### src/rtl/psq_pkg.sv
package psq_pkg;
   localparam int MSG_W = 64;
   localparam int ID_W  = 16;

   typedef enum logic [2:0] {
      PH_VER   = 3'd0,
      PH_ID    = 3'd1,
      PH_SHM   = 3'd2,
      PH_PEERS = 3'd3,
      PH_RUN   = 3'd4,
      PH_DEAD  = 3'd5
   } phase_e;

   typedef struct packed {
      logic in_range;
      logic is_zero;
      logic is_grant;
   } msg_class_t;
endpackage

### src/rtl/psq_classify.sv
module psq_classify
   import psq_pkg::*;
(
   input  logic [MSG_W-1:0] value,
   output msg_class_t       cls,
   output logic [ID_W-1:0]  id
);
   always_comb begin
      cls.in_range = (value[MSG_W-1:ID_W] == '0);
      cls.is_zero  = (value == '0);
      cls.is_grant = &value;
      id           = value[ID_W-1:0];
   end
endmodule

### src/rtl/psq_peer_table.sv
module psq_peer_table
   import psq_pkg::*;
#(
   parameter int NUM_PEERS     = 4,
   parameter int MAX_VECS      = 4,
   parameter bit FULL_IS_ERROR = 1'b1,
   parameter int CNT_W         = 3
)(
   input  logic             clk,
   input  logic             rst_n,
   input  logic             upd_valid,
   input  logic             upd_connect,
   input  logic [ID_W-1:0]  upd_id,
   output logic             upd_reject,
   input  logic [ID_W-1:0]  qry_id,
   output logic             qry_hit,
   output logic [CNT_W-1:0] qry_vecs
);
   localparam logic [CNT_W-1:0] CNT_MAX = CNT_W'(MAX_VECS);

   logic [NUM_PEERS-1:0]            vld;
   logic [NUM_PEERS-1:0]            hit_upd;
   logic [NUM_PEERS-1:0]            hit_qry;
   logic [NUM_PEERS-1:0]            first_free;
   logic [NUM_PEERS-1:0][CNT_W-1:0] masked_cnt;
   logic                            any_hit;
   logic                            any_free;
   logic                            need_new;

   always_comb begin
      first_free = '0;
      for (int i = 0; i < NUM_PEERS; i++) begin
         if (!vld[i] && (first_free == '0)) first_free[i] = 1'b1;
      end
   end

   assign any_hit  = |hit_upd;
   assign any_free = ~&vld;
   assign need_new = upd_valid && upd_connect && !any_hit;

   generate
      if (FULL_IS_ERROR) begin : g_full_err
         assign upd_reject = need_new && !any_free;
      end else begin : g_full_drop
         assign upd_reject = 1'b0;
      end
   endgenerate

   for (genvar i = 0; i < NUM_PEERS; i++) begin : g_ent
      logic             vld_q;
      logic [ID_W-1:0]  id_q;
      logic [CNT_W-1:0] cnt_q;

      assign vld[i]        = vld_q;
      assign hit_upd[i]    = vld_q && (id_q == upd_id);
      assign hit_qry[i]    = vld_q && (id_q == qry_id);
      assign masked_cnt[i] = hit_qry[i] ? cnt_q : '0;

      always_ff @(posedge clk) begin
         if (!rst_n) begin
            vld_q <= 1'b0;
            id_q  <= '0;
            cnt_q <= '0;
         end else if (upd_valid) begin
            if (upd_connect) begin
               if (hit_upd[i]) begin
                  if (cnt_q != CNT_MAX) cnt_q <= cnt_q + 1'b1;
               end else if (need_new && first_free[i]) begin
                  vld_q <= 1'b1;
                  id_q  <= upd_id;
                  cnt_q <= CNT_W'(1);
               end
            end else if (hit_upd[i]) begin
               vld_q <= 1'b0;
               cnt_q <= '0;
            end
         end
      end

      assert_entry_count_R4: assert property (@(posedge clk) disable iff (!rst_n)
         vld_q |-> ((cnt_q != '0) && (cnt_q <= CNT_MAX)));

      assert_entry_cleared_R7: assert property (@(posedge clk) disable iff (!rst_n)
         (upd_valid && !upd_connect && hit_upd[i]) |=> !vld_q);
   end

   always_comb begin
      qry_vecs = '0;
      for (int i = 0; i < NUM_PEERS; i++) qry_vecs = qry_vecs | masked_cnt[i];
   end
   assign qry_hit = |hit_qry;

   assert_query_unique_R10: assert property (@(posedge clk) disable iff (!rst_n)
      $onehot0(hit_qry));
endmodule

### src/rtl/psq_setup_fsm.sv
module psq_setup_fsm
   import psq_pkg::*;
#(
   parameter int MAX_VECS = 4,
   parameter int CNT_W    = 3
)(
   input  logic             clk,
   input  logic             rst_n,
   input  logic             msg_valid,
   input  logic             msg_handle,
   input  msg_class_t       cls,
   input  logic [ID_W-1:0]  id,
   input  logic             tbl_reject,
   output logic             tbl_upd_valid,
   output logic             tbl_upd_connect,
   output logic [ID_W-1:0]  client_id,
   output logic             id_known,
   output logic             shm_ready,
   output logic             setup_done,
   output logic [CNT_W-1:0] own_vecs,
   output logic             link_closed,
   output logic             close_pulse
);
   localparam logic [CNT_W-1:0] CNT_MAX = CNT_W'(MAX_VECS);

   phase_e phase_q, phase_d;
   logic   fault_base, fault, is_own, own_inc, tbl_req, live;

   assign live   = msg_valid && (phase_q != PH_DEAD);
   assign is_own = id_known && cls.in_range && (id == client_id);

   always_comb begin
      fault_base      = 1'b0;
      phase_d         = phase_q;
      own_inc         = 1'b0;
      tbl_req         = 1'b0;
      tbl_upd_connect = 1'b1;
      unique case (phase_q)
         PH_VER: begin
            fault_base = !cls.is_zero;
            phase_d    = PH_ID;
         end
         PH_ID: begin
            fault_base = !cls.in_range;
            phase_d    = PH_SHM;
         end
         PH_SHM: begin
            fault_base = !(cls.is_grant && msg_handle);
            phase_d    = PH_PEERS;
         end
         PH_PEERS: begin
            fault_base = !cls.in_range || !msg_handle;
            if (is_own) begin
               own_inc = 1'b1;
               phase_d = PH_RUN;
            end else begin
               tbl_req = 1'b1;
            end
         end
         PH_RUN: begin
            fault_base = !cls.in_range || (is_own && !msg_handle);
            if (is_own) begin
               own_inc = 1'b1;
            end else begin
               tbl_req         = 1'b1;
               tbl_upd_connect = msg_handle;
            end
         end
         default: phase_d = PH_DEAD;
      endcase
   end

   assign tbl_upd_valid = live && tbl_req && !fault_base;
   assign fault         = fault_base || tbl_reject;

   always_ff @(posedge clk) begin
      if (!rst_n) begin
         phase_q     <= PH_VER;
         client_id   <= '0;
         id_known    <= 1'b0;
         shm_ready   <= 1'b0;
         setup_done  <= 1'b0;
         own_vecs    <= '0;
         link_closed <= 1'b0;
         close_pulse <= 1'b0;
      end else begin
         close_pulse <= 1'b0;
         if (live) begin
            if (fault) begin
               phase_q     <= PH_DEAD;
               link_closed <= 1'b1;
               close_pulse <= 1'b1;
            end else begin
               phase_q <= phase_d;
               if (phase_q == PH_ID) begin
                  client_id <= id;
                  id_known  <= 1'b1;
               end
               if (phase_q == PH_SHM) shm_ready <= 1'b1;
               if (own_inc) begin
                  setup_done <= 1'b1;
                  if (own_vecs != CNT_MAX) own_vecs <= own_vecs + 1'b1;
               end
            end
         end
      end
   end

   assert_closed_sticky_R1: assert property (@(posedge clk) disable iff (!rst_n)
      link_closed |=> link_closed);

   assert_pulse_single_R1: assert property (@(posedge clk) disable iff (!rst_n)
      close_pulse |=> !close_pulse);

   assert_id_stable_R2: assert property (@(posedge clk) disable iff (!rst_n)
      id_known |=> (id_known && $stable(client_id)));

   assert_done_after_grant_R5: assert property (@(posedge clk) disable iff (!rst_n)
      setup_done |-> shm_ready);

   assert_own_saturates_R5: assert property (@(posedge clk) disable iff (!rst_n)
      own_vecs <= CNT_MAX);

   assert_full_closes_R9: assert property (@(posedge clk) disable iff (!rst_n)
      (live && tbl_reject) |=> link_closed);
endmodule

### src/rtl/psq_setup_sequencer.sv
module psq_setup_sequencer
   import psq_pkg::*;
#(
   parameter int NUM_PEERS     = 4,
   parameter int MAX_VECS      = 4,
   parameter bit FULL_IS_ERROR = 1'b1,
   localparam int CNT_W        = $clog2(MAX_VECS + 1)
)(
   input  logic             clk,
   input  logic             rst_n,
   input  logic             msg_valid,
   input  logic [63:0]      msg_value,
   input  logic             msg_handle,
   input  logic [15:0]      qry_id,
   output logic [15:0]      client_id,
   output logic             id_known,
   output logic             shm_ready,
   output logic             setup_done,
   output logic [CNT_W-1:0] own_vecs,
   output logic             link_closed,
   output logic             close_pulse,
   output logic             qry_hit,
   output logic [CNT_W-1:0] qry_vecs
);
   generate
      if (NUM_PEERS < 1 || NUM_PEERS > 256) begin : g_bad_peers
         $error("NUM_PEERS must lie in 1..256");
      end
      if (MAX_VECS < 1 || MAX_VECS > 1024) begin : g_bad_vecs
         $error("MAX_VECS must lie in 1..1024");
      end
   endgenerate

   msg_class_t      cls;
   logic [ID_W-1:0] msg_id;
   logic            tbl_upd_valid, tbl_upd_connect, tbl_reject;

   psq_classify u_classify (
      .value (msg_value),
      .cls   (cls),
      .id    (msg_id)
   );

   psq_setup_fsm #(
      .MAX_VECS (MAX_VECS),
      .CNT_W    (CNT_W)
   ) u_fsm (
      .clk             (clk),
      .rst_n           (rst_n),
      .msg_valid       (msg_valid),
      .msg_handle      (msg_handle),
      .cls             (cls),
      .id              (msg_id),
      .tbl_reject      (tbl_reject),
      .tbl_upd_valid   (tbl_upd_valid),
      .tbl_upd_connect (tbl_upd_connect),
      .client_id       (client_id),
      .id_known        (id_known),
      .shm_ready       (shm_ready),
      .setup_done      (setup_done),
      .own_vecs        (own_vecs),
      .link_closed     (link_closed),
      .close_pulse     (close_pulse)
   );

   psq_peer_table #(
      .NUM_PEERS     (NUM_PEERS),
      .MAX_VECS      (MAX_VECS),
      .FULL_IS_ERROR (FULL_IS_ERROR),
      .CNT_W         (CNT_W)
   ) u_table (
      .clk         (clk),
      .rst_n       (rst_n),
      .upd_valid   (tbl_upd_valid),
      .upd_connect (tbl_upd_connect),
      .upd_id      (msg_id),
      .upd_reject  (tbl_reject),
      .qry_id      (qry_id),
      .qry_hit     (qry_hit),
      .qry_vecs    (qry_vecs)
   );
endmodule

### config.mk
export PLATFORM = sky130hd
export DESIGN_NAME = psq_setup_sequencer
export DESIGN_NICKNAME = d
export VERILOG_FILES = /design/src/rtl/psq_pkg.sv /design/src/rtl/psq_classify.sv /design/src/rtl/psq_peer_table.sv /design/src/rtl/psq_setup_fsm.sv /design/src/rtl/psq_setup_sequencer.sv
export SDC_FILE = /design/constraint.sdc
export NUM_CORES = 1
export LEC_CHECK = 0
export BUFFER_PORTS_ARGS = -buffer_cell sky130_fd_sc_hd__buf_2
export CAP_MARGIN = 20
export CORE_ASPECT_RATIO = 0.9
export CORE_MARGIN = 2
export CORE_UTILIZATION = 62
export DETAILED_ROUTE_END_ITERATION = 10
export PLACE_DENSITY = 0.85
export SYNTH_ARGS = -nofsm -noshare
export SYNTH_HDL_FRONTEND = slang
export SYNTH_SLANG_ARGS = --single-unit
### constraint.sdc
create_clock -name clk -period 6.8 [get_ports clk]
set_input_delay 0.68 -clock clk [delete_from_list [all_inputs] [get_ports clk]]
set_output_delay 0.68 -clock clk [all_outputs]
set_load 0.02 [all_outputs]
==> flow_metrics.env, run 1 <==
export IMPL_status="finished, final reports clean"
export IMPL_synth_seq_cells=107
export IMPL_synth_top_cell_by_area="dfxtp_1"
export IMPL_worst_clock_skew_ns=0.00482
export IMPL_leakage_nw=2.78
export IMPL_switching_share=0.265
export IMPL_fillers=866
export IMPL_grt_total_usage=0.339
export IMPL_setup_tns_final_ns=0
export IMPL_dieWidth_um=115
export IMPL_dp_cells=1001
export IMPL_synth_top_area_frac=0.313
export IMPL_holdCritPathClass="reg2reg"
export IMPL_cts_tree="yes"
export IMPL_whs_endpoint="u_fsm.setup_done"
export IMPL_worstSkewPairLatency_ns=0.36
export IMPL_via_count=6532
export IMPL_ant_nets=0
export IMPL_yosysWarnings=0
export IMPL_final_nets=974
export IMPL_cp_end_kind="primary output"
export IMPL_max_cap_viol_count=0
export IMPL_avgRoutedWirePerCell_um=19.8
export IMPL_layout_commonest_cell="buf_2"
export IMPL_synth_area_leaders="dfxtp_1 31%, xnor2_1 13%, mux2i_1 10%, xor2_1 5.5%, nor2_1 5.1%"
export IMPL_synth_distinct_cells=68
export IMPL_period_minus_slack_ns=3.64
export IMPL_synth_edf_count=0
export IMPL_seqPwrFrac=0.472
export IMPL_synthCells=801
export IMPL_slew_headroom=0.274
export IMPL_grt_pass1_vias=6135
export IMPL_layout_common_cells="112 x buf_2, 107 x dfxtp_1, 101 x xnor2_1"
export IMPL_cp_max_fo=4
export IMPL_grt_first_pass_wirelength_um=32000
export IMPL_synth_area_um2=6840
export IMPL_synth_async_reset_ratio=0
export IMPL_htreeDepth=3
export IMPL_ctsResizeCount=0
export IMPL_ir_drop_uv=146
export IMPL_worstPathRequired_ns=6.12
export IMPL_synth_top_flop_cell="dfxtp_1"
export IMPL_row_count=36
export IMPL_grt_max_degree=90
export IMPL_finalWeightedCongestion=0.982
export IMPL_core_um2=10800
export IMPL_cts_root_buffer="clkbuf_16"
export IMPL_cp_arrival_ns=2.96
export IMPL_powerDensity_nw_per_um2=177
export IMPL_worst_pin_slew_ns=1.08
export IMPL_area_growth_pct=11.5
export IMPL_hold_start="u_fsm.setup_done"
export IMPL_die_area_um2=11900
export IMPL_diodes=0
export IMPL_cts_buffer_depth=2
export IMPL_p_int_mw=0.992
export IMPL_vias_per_cell=6.42
export IMPL_die_y_um=104
export IMPL_cts_sinks=107
export IMPL_startpoint_type="primary input"
export IMPL_drive_gt1_frac=0.164
export IMPL_ys_seq_area_frac=0.313
export IMPL_post_cts_repair_setup_buffers=0
export IMPL_start_util=0.633
export IMPL_cts_buffers=9
export IMPL_layout_cells_non_filler=1018
export IMPL_r2r_cells=8
export IMPL_hold_ws_ns=0.445
export IMPL_clkPwrFrac=0.400
export IMPL_final_util=0.705
export IMPL_grt_setup_unrepaired="no"
export IMPL_drv_slew=0
export IMPL_place_ws_ns=3.01
export IMPL_dr_pass1_iters=5
export IMPL_setup_ws_ns=3.16
export IMPL_multiInputGateArea_um2=4370
export IMPL_setup_viol=0
export IMPL_p_total_mw=1.35
export IMPL_drt_iter0_markers=784
export IMPL_drc=0
export IMPL_portBuffers=111
export IMPL_fin_area_um2=7620
export IMPL_crit_reg2reg_launch="u_fsm.phase_q[0]"
export IMPL_place_area_um2=7310
export IMPL_syn_area_per_cell_um2=8.54
export IMPL_hold_viol=0
export IMPL_drt_total_wl_um=20200
export IMPL_hold_path_depth=2
export IMPL_antenna_found_initial=0
export IMPL_worstSetupPathType="in2out"
export IMPL_clkTransAtPathRegs_ns=0.07
export IMPL_io_pins=112
export IMPL_p_switching_mw=0.358
export IMPL_rrSetupSlack_ns=3.28
export IMPL_r2r_end="u_table.g_ent[0].id_q[5]"
export IMPL_synth_nets=895
export IMPL_fmax_mhz=275
export IMPL_ff_latch_area_um2=2140
export IMPL_cts_hold_buffers=0
export IMPL_finalCritPeriodShare=0.535
export IMPL_dp_hpwl_um=14500
export IMPL_overflow=0
export IMPL_p_comb_frac=0.128
registers in the layout, summed over array words and instances, names as in the netlist:
signal	count
u_table.g_ent.vld_q	4
u_table.g_ent.id_q	64
u_fsm.own_vecs	3
u_fsm.shm_ready	1
u_fsm.client_id	16
u_fsm.close_pulse	1
u_fsm.phase_q	3
u_fsm.setup_done	1
u_fsm.link_closed	1
u_fsm.id_known	1
u_table.g_ent.cnt_q	12
final cells by class:
cell class / count / area share
timing repair buffer: 114 / 0.0755
clock buffer: 11 / 0.0319
inverter: 16 / 0.00788
sequential: 107 / 0.281
clock inverter: 5 / 0.00788
tap: 133 / 0.0218
multi-input combinational: 632 / 0.574
worst max path at each step:
| stage | from | end | slack, ns | cells after the start |
|---|---|---|---|---|
| 2_1_floorplan | msg_value[34] | u_table.g_ent[2].id_q[10] | 3.74 | 10 |
| 3_3_place_gp | msg_value[41] | u_table.g_ent[0].id_q[8] | 3.07 | 9 |
| 3_5_place_dp | msg_value[41] | u_table.g_ent[0].id_q[5] | 3.01 | 9 |
| 4_1_cts | qry_id[1] | qry_vecs[2] | 3.28 | 8 |
| 5_1_grt | qry_id[1] | qry_vecs[2] | 3.09 | 8 |
| 6_report | qry_id[1] | qry_vecs[2] | 3.16 | 8 |
power by group through the flow:
stage / clock network (mW) / registers, mW / logic (mW)
finish: 0.540 / 0.636 / 0.173
global route: 0.572 / 0.637 / 0.183
CTS: 0.543 / 0.636 / 0.168
detailed placement: 0 / 0.651 / 0.165
global placement: 0 / 0.651 / 0.163
floorplan: 0 / 0.652 / 0.101
cell usage after synthesis (all sizes together) (5+ instances only):
master and count:
inv 16, a21oi 32, nand2b 5, and2 5, or4 5, nand3 13
nor4 34, nor3b 6, dfxtp 107, xor2 43, xnor2 101, a22oi 7
nor3 11, ha 10, nor2 94, buf 24, a211oi 5, o21a 9
or3 5, o21ai 10, mux2i 68, nand2 61, clkbuf 22, or4b 5
nand4 52
cells by family after synthesis:
kind of cell             synth area share
adder cells (fa/ha/maj)            0.0183
AND/OR/NAND/NOR                     0.248
multiplexers                       0.0995
XOR/XNOR                            0.184
buffers and inverters              0.0483
flip-flops                          0.313
AO/OA/AOI/OAI                      0.0886
layer usage:
metal	part of all wire	global-route usage	up-vias
met1	0.41	0.465	3086
met2	0.46	0.520	393
met4	0.027	0.127	0
met5	0	0	-
li1	-	-	2988
met3	0.10	0.0784	65
worst max-delay path, stage by stage:
cell and delay (ns):
buf_2 0.16, xor2_1 0.16, nor4_1 0.34, nand4_1 0.23, nor4_1 0.85, a22oi_1 0.23
nand2_1 0.13, buf_2 0.17
Power figures use the tool's default switching activity.
==> run 2: changes to the inputs <==
--- a/config.mk
+++ b/config.mk
@@ -9,9 +9,9 @@
 export CAP_MARGIN = 20
 export CORE_ASPECT_RATIO = 0.9
 export CORE_MARGIN = 2
-export CORE_UTILIZATION = 62
+export CORE_UTILIZATION = 52
 export DETAILED_ROUTE_END_ITERATION = 10
-export PLACE_DENSITY = 0.85
+export PLACE_DENSITY = 0.75
 export SYNTH_ARGS = -nofsm -noshare
 export SYNTH_HDL_FRONTEND = slang
 export SYNTH_SLANG_ARGS = --single-unit
==> constraint.sdc (replaced) <==
create_clock -name clk -period 3.3 [get_ports clk]
set_input_delay 0.33 -clock clk [delete_from_list [all_inputs] [get_ports clk]]
set_output_delay 0.33 -clock clk [all_outputs]
set_load 0.02 [all_outputs]
==> run 2 against run 1 <==
Total power increased by 100%; die area rose by 18%; sequential share of layout area is 0.95 points lower; final cell count increased by 5.6%; via count fell by 1.1%; critical path depth up 1; largest cell class unchanged; largest power group unchanged; highest routed layer unchanged.
==> flow_metrics.env, run 2 (same netlist as run 1, synthesis figures left out) <==
export IMPL_status="finished, final reports clean"
export IMPL_p_comb_frac=0.143
export IMPL_ir_drop_uv=225
export IMPL_max_cap_viol_count=0
export IMPL_layout_commonest_cell="buf_2"
export IMPL_path_cells="or3b_1 -> a21bo_1 -> or4_4 -> a211oi_2 -> nor3b_4 -> and2_1 -> buf_12 -> mux2i_1 -> nor2_1"
export IMPL_grt_max_degree=58
export IMPL_worstPathRequired_ns=3.51
export IMPL_largest_reg_flops=64
export IMPL_cp_slowest_cell="or4_4"
export IMPL_hold_start="msg_valid"
export IMPL_cts_buffers=9
export IMPL_powerDensity_nw_per_um2=344
export IMPL_drt_iter0_markers=499
export IMPL_worst_clock_skew_ns=0.00724
export IMPL_clkTransAtPathRegs_ns=0.07
export IMPL_cts_root_buffer="clkbuf_16"
export IMPL_p_total_mw=2.71
export IMPL_drv_slew=0
export IMPL_avgRoutedWirePerCell_um=19.3
export IMPL_portBuffers=111
export IMPL_antenna_found_initial=0
export IMPL_drt_total_wl_um=20700
export IMPL_worstSkewPairLatency_ns=0.35
export IMPL_fmax_mhz=344
export IMPL_holdCritPathClass="in2reg"
export IMPL_cts_buffer_depth=2
export IMPL_final_nets=1002
export IMPL_cts_sinks=107
export IMPL_cpPeakStageDelay_ns=0.50
export IMPL_cp_end_kind="flop"
export IMPL_row_count=39
export IMPL_cp_arrival_ns=3.12
export IMPL_cts_hold_buffers=0
export IMPL_cts_tree="yes"
export IMPL_start_util=0.535
export IMPL_switching_share=0.266
export IMPL_finalWeightedCongestion=0.976
export IMPL_cp_max_fo=16
export IMPL_via_count=6459
export IMPL_multiInputGateArea_um2=4370
export IMPL_hold_path_depth=2
export IMPL_vias_per_cell=6.01
export IMPL_cp_num_cells=9
export IMPL_reg_top3="u_table.g_ent.id_q x64, u_fsm.client_id x16, u_table.g_ent.cnt_q x12"
export IMPL_worst_pin_slew_ns=0.801
export IMPL_period_minus_slack_ns=2.90
export IMPL_core_um2=12800
export IMPL_io_pins=112
export IMPL_layout_cells_non_filler=1075
export IMPL_place_ws_ns=0.205
export IMPL_post_cts_repair_setup_buffers=0
export IMPL_ant_nets=0
export IMPL_drive_gt1_frac=0.188
export IMPL_slew_headroom=0.465
export IMPL_setup_viol=0
export IMPL_layout_common_cells="111 x buf_2, 107 x dfxtp_1, 101 x xnor2_1"
export IMPL_clkPwrFrac=0.376
export IMPL_leakage_nw=2.92
export IMPL_crit_reg2reg_launch="u_fsm.phase_q[0]"
export IMPL_hold_viol=0
export IMPL_area_growth_pct=15.4
export IMPL_p_int_mw=1.99
export IMPL_dieWidth_um=125
export IMPL_r2r_cells=9
export IMPL_critPathBufInv=1
export IMPL_htreeDepth=3
export IMPL_die_y_um=113
export IMPL_grt_total_usage=0.293
export IMPL_ctsResizeCount=0
export IMPL_rrSetupSlack_ns=0.40
export IMPL_startpoint_type="flop"
export IMPL_p_switching_mw=0.722
export IMPL_worstSetupPathType="reg2reg"
export IMPL_grt_pass1_vias=6132
export IMPL_grt_first_pass_wirelength_um=32600
export IMPL_seqPwrFrac=0.481
export IMPL_critPathTopFamily="simple AND/OR/NAND/NOR gates"
export IMPL_dp_cells=1061
export IMPL_startpoint="u_fsm.phase_q[0]"
export IMPL_diodes=0
export IMPL_dr_pass1_iters=6
export IMPL_ff_latch_area_um2=2140
export IMPL_fillers=1155
export IMPL_grt_setup_unrepaired="no"
export IMPL_setup_ws_ns=0.395
export IMPL_die_area_um2=14100
export IMPL_largest_register="u_table.g_ent.id_q"
export IMPL_dp_hpwl_um=15400
export IMPL_finalCritPeriodShare=0.880
export IMPL_drc=0
export IMPL_overflow=0
export IMPL_setup_tns_final_ns=0
export IMPL_final_util=0.617
run 2: worst register-to-register path: cells and delay by family (launching register included):
kind / cells / cell delay (ns)
buffers and inverters: 1 / 0.18
AOI/OAI and AO/OA: 2 / 0.50
and+or+nand+nor: 5 / 1.57
DFF: 1 / 0.31
muxes: 1 / 0.20
run 2: path summary, 6_finish.rpt:
path                                            endpoint
worst max-delay path            u_table.g_ent[0].id_q[0]
worst min-delay path                    u_fsm.phase_q[1]
worst max register to register  u_table.g_ent[0].id_q[0]
worst min register to register          u_fsm.setup_done
run 2: layout make-up:
type | count | share of cell area
Clock buffer | 12 | 0.0325
Inverter | 16 | 0.00761
Timing Repair Buffer | 142 | 0.106
Tap cell | 164 | 0.0260
Clock inverter | 2 | 0.00159
Multi-Input combinational cell | 632 | 0.554
Sequential cell | 107 | 0.272
run 2: stage by stage:
| step | hold WS, ns | cell area, um^2 |
|---|---|---|
| floorplan | 0.427 | 6840 |
| global placement | 0.434 | 7620 |
| detailed placement | 0.435 | 7620 |
| CTS | 0.276 | 7890 |
| global route | 0.312 | 7890 |
| finish | 0.277 | 7890 |
run 2: layer usage:
layer	vias to the layer above	track usage	wire, um
met5	-	0	0
met4	0	0.110	699
met3	60	0.0591	1820
met2	325	0.478	9400
met1	3019	0.385	8810
li1	3055	-	-
run 2: power groups by stage:
stage	clock, mW	sequential (mW)	combinational, mW
after floorplan	0	1.34	0.208
after global placement	0	1.34	0.373
after detailed placement	0	1.34	0.376
after CTS	1.03	1.31	0.379
after global routing	1.08	1.31	0.412
final	1.02	1.31	0.387
==> run 3: changes to the inputs <==
--- a/config.mk
+++ b/config.mk
@@ -5,13 +5,13 @@
 export SDC_FILE = /design/constraint.sdc
 export NUM_CORES = 1
 export LEC_CHECK = 0
-export BUFFER_PORTS_ARGS = -buffer_cell sky130_fd_sc_hd__buf_2
 export CAP_MARGIN = 20
 export CORE_ASPECT_RATIO = 0.9
 export CORE_MARGIN = 2
-export CORE_UTILIZATION = 52
+export CORE_UTILIZATION = 58
 export DETAILED_ROUTE_END_ITERATION = 10
-export PLACE_DENSITY = 0.75
+export DONT_BUFFER_PORTS = 1
+export PLACE_DENSITY = 0.78
 export SYNTH_ARGS = -nofsm -noshare
 export SYNTH_HDL_FRONTEND = slang
 export SYNTH_SLANG_ARGS = --single-unit
==> run 3 against run 2 <==
Total power down 2.9%; via count down 5.4%; non-clock buffer count down 128; critical path type unchanged; largest power group unchanged.
==> flow_metrics.env, run 3 (same netlist as run 1, synthesis figures left out) <==
export IMPL_grt_max_degree=41
export IMPL_ctsResizeCount=0
export IMPL_worstPathRequired_ns=3.54
export IMPL_status="finished, final reports clean"
export IMPL_p_switching_mw=0.644
export IMPL_grt_first_pass_wirelength_um=33000
export IMPL_drc=0
export IMPL_vias_per_cell=6.49
export IMPL_slew_headroom=0.444
export IMPL_cp_num_cells=9
export IMPL_final_nets=874
export IMPL_cp_arrival_ns=3.19
export IMPL_die_y_um=107
export IMPL_drv_slew=0
export IMPL_finalCritPeriodShare=0.895
export IMPL_critPathBufInv=1
export IMPL_cts_buffer_depth=2
export IMPL_row_count=37
export IMPL_p_comb_frac=0.076
export IMPL_p_int_mw=1.99
export IMPL_dieWidth_um=118
export IMPL_largest_register="u_table.g_ent.id_q"
export IMPL_worst_pin_slew_ns=0.826
export IMPL_worstSkewPairLatency_ns=0.37
export IMPL_antenna_found_initial=0
export IMPL_setup_viol=0
export IMPL_drt_total_wl_um=20600
export IMPL_clkPwrFrac=0.423
export IMPL_holdCritPathClass="in2reg"
export IMPL_cp_slowest_cell="or4_4"
export IMPL_die_area_um2=12700
export IMPL_ir_drop_uv=384
export IMPL_worst_clock_skew_ns=0.00745
export IMPL_via_count=6111
export IMPL_reg_top3="u_table.g_ent.id_q x64, u_fsm.client_id x16, u_table.g_ent.cnt_q x12"
export IMPL_grt_setup_unrepaired="no"
export IMPL_leakage_nw=2.37
export IMPL_cp_max_fo=16
export IMPL_avgRoutedWirePerCell_um=21.8
export IMPL_htreeDepth=3
export IMPL_cpPeakStageDelay_ns=0.49
export IMPL_startpoint_type="flop"
export IMPL_area_growth_pct=5.32
export IMPL_portBuffers=0
export IMPL_cts_root_buffer="clkbuf_16"
export IMPL_r2r_cells=9
export IMPL_max_cap_viol_count=0
export IMPL_start_util=0.596
export IMPL_switching_share=0.244
export IMPL_place_ws_ns=0.213
export IMPL_cts_buffers=9
export IMPL_whs_endpoint="u_fsm.phase_q[1]"
export IMPL_ant_nets=0
export IMPL_setup_ws_ns=0.346
export IMPL_path_cells="or3b_1 -> a21bo_1 -> or4_4 -> a211oi_2 -> nor3b_4 -> and2_1 -> buf_12 -> mux2i_1 -> nor2_1"
export IMPL_fmax_mhz=339
export IMPL_dp_hpwl_um=15400
export IMPL_crit_reg2reg_launch="u_fsm.phase_q[0]"
export IMPL_drt_iter0_markers=679
export IMPL_setup_tns_final_ns=0
export IMPL_clkTransAtPathRegs_ns=0.07
export IMPL_hold_path_depth=1
export IMPL_hold_viol=0
export IMPL_seqPwrFrac=0.501
export IMPL_layout_commonest_cell="dfxtp_1"
export IMPL_worstSetupPathType="reg2reg"
export IMPL_drive_gt1_frac=0.0586
export IMPL_powerDensity_nw_per_um2=366
export IMPL_grt_total_usage=0.334
export IMPL_layout_common_cells="107 x dfxtp_1, 101 x xnor2_1, 93 x nor2_1"
export IMPL_diodes=0
export IMPL_cp_end_kind="flop"
export IMPL_finalWeightedCongestion=0.943
export IMPL_core_um2=11500
export IMPL_largest_reg_flops=64
export IMPL_grt_pass1_vias=6062
export IMPL_cts_tree="yes"
export IMPL_overflow=0
export IMPL_r2r_end="u_table.g_ent[0].id_q[3]"
export IMPL_hold_ws_ns=0.0519
export IMPL_hold_start="msg_valid"
export IMPL_post_cts_repair_setup_buffers=0
export IMPL_period_minus_slack_ns=2.95
export IMPL_dr_pass1_iters=5
export IMPL_cts_sinks=107
export IMPL_rrSetupSlack_ns=0.35
export IMPL_io_pins=112
export IMPL_cts_hold_buffers=0
export IMPL_critPathTopFamily="simple AND/OR/NAND/NOR gates"
run 3: cell types whose count changed in the layout (fill, tap and decap cells not counted), moves of 2 or more:
| cell | previous run | this run |
|---|---|---|
| buf_12 | 4 | 2 |
| buf_2 | 111 | 0 |
| buf_4 | 27 | 12 |
| inv_6 | 0 | 2 |
| clkbuf_8 | 2 | 0 |
| clkinv_4 | 0 | 2 |
run 3: stage by stage:
step | power, mW | area (um^2) | std cells | utilization
2_1_floorplan | 1.55 | 6840 | 801 | -
3_3_place_gp | 1.54 | 6900 | 925 | 0.601
3_5_place_dp | 1.55 | 6900 | 925 | 0.601
4_1_cts | 2.65 | 7200 | 941 | 0.627
5_1_grt | 2.72 | 7200 | 941 | 0.627
6_report | 2.63 | 7200 | 941 | 0.627
run 3: routing by layer:
| metal | wire [um] | up-vias | part of all wire | global-route usage |
|---|---|---|---|---|
| met1 | 8470 | 2909 | 0.41 | 0.433 |
| met4 | 644 | 0 | 0.031 | 0.127 |
| li1 | - | 2800 | - | - |
| met5 | 0 | - | 0 | 0 |
| met2 | 9370 | 334 | 0.46 | 0.532 |
| met3 | 2080 | 68 | 0.10 | 0.0941 |
run 3: worst max-delay path by stage:
stage / from / end / slack, ns
floorplan: u_fsm.phase_q[0] / u_table.g_ent[0].id_q[10] / 0.55
global placement: msg_value[50] / u_table.g_ent[2].id_q[12] / 0.32
detailed placement: msg_value[50] / u_table.g_ent[2].id_q[5] / 0.21
CTS: u_fsm.phase_q[0] / u_table.g_ent[0].id_q[3] / 0.36
global route: u_fsm.phase_q[0] / u_table.g_ent[0].id_q[10] / 0.20
finish: u_fsm.phase_q[0] / u_table.g_ent[0].id_q[3] / 0.35
run 3: area by class of cell:
class	instances	area (um^2)
clock buffers	9	225
clock inverters	7	75.1
fillers	1017	4280
inverters	16	60.1
multi-input cells	632	4370
flip-flops and latches	107	2140
well taps	156	195
repair buffers	14	130
run 3: power groups by stage:
stage / logic, mW / registers [mW] / clock network [mW]
2_1_floorplan: 0.208 / 1.34 / 0
3_3_place_gp: 0.192 / 1.35 / 0
3_5_place_dp: 0.197 / 1.35 / 0
4_1_cts: 0.199 / 1.32 / 1.13
5_1_grt: 0.220 / 1.32 / 1.18
6_report: 0.201 / 1.32 / 1.11
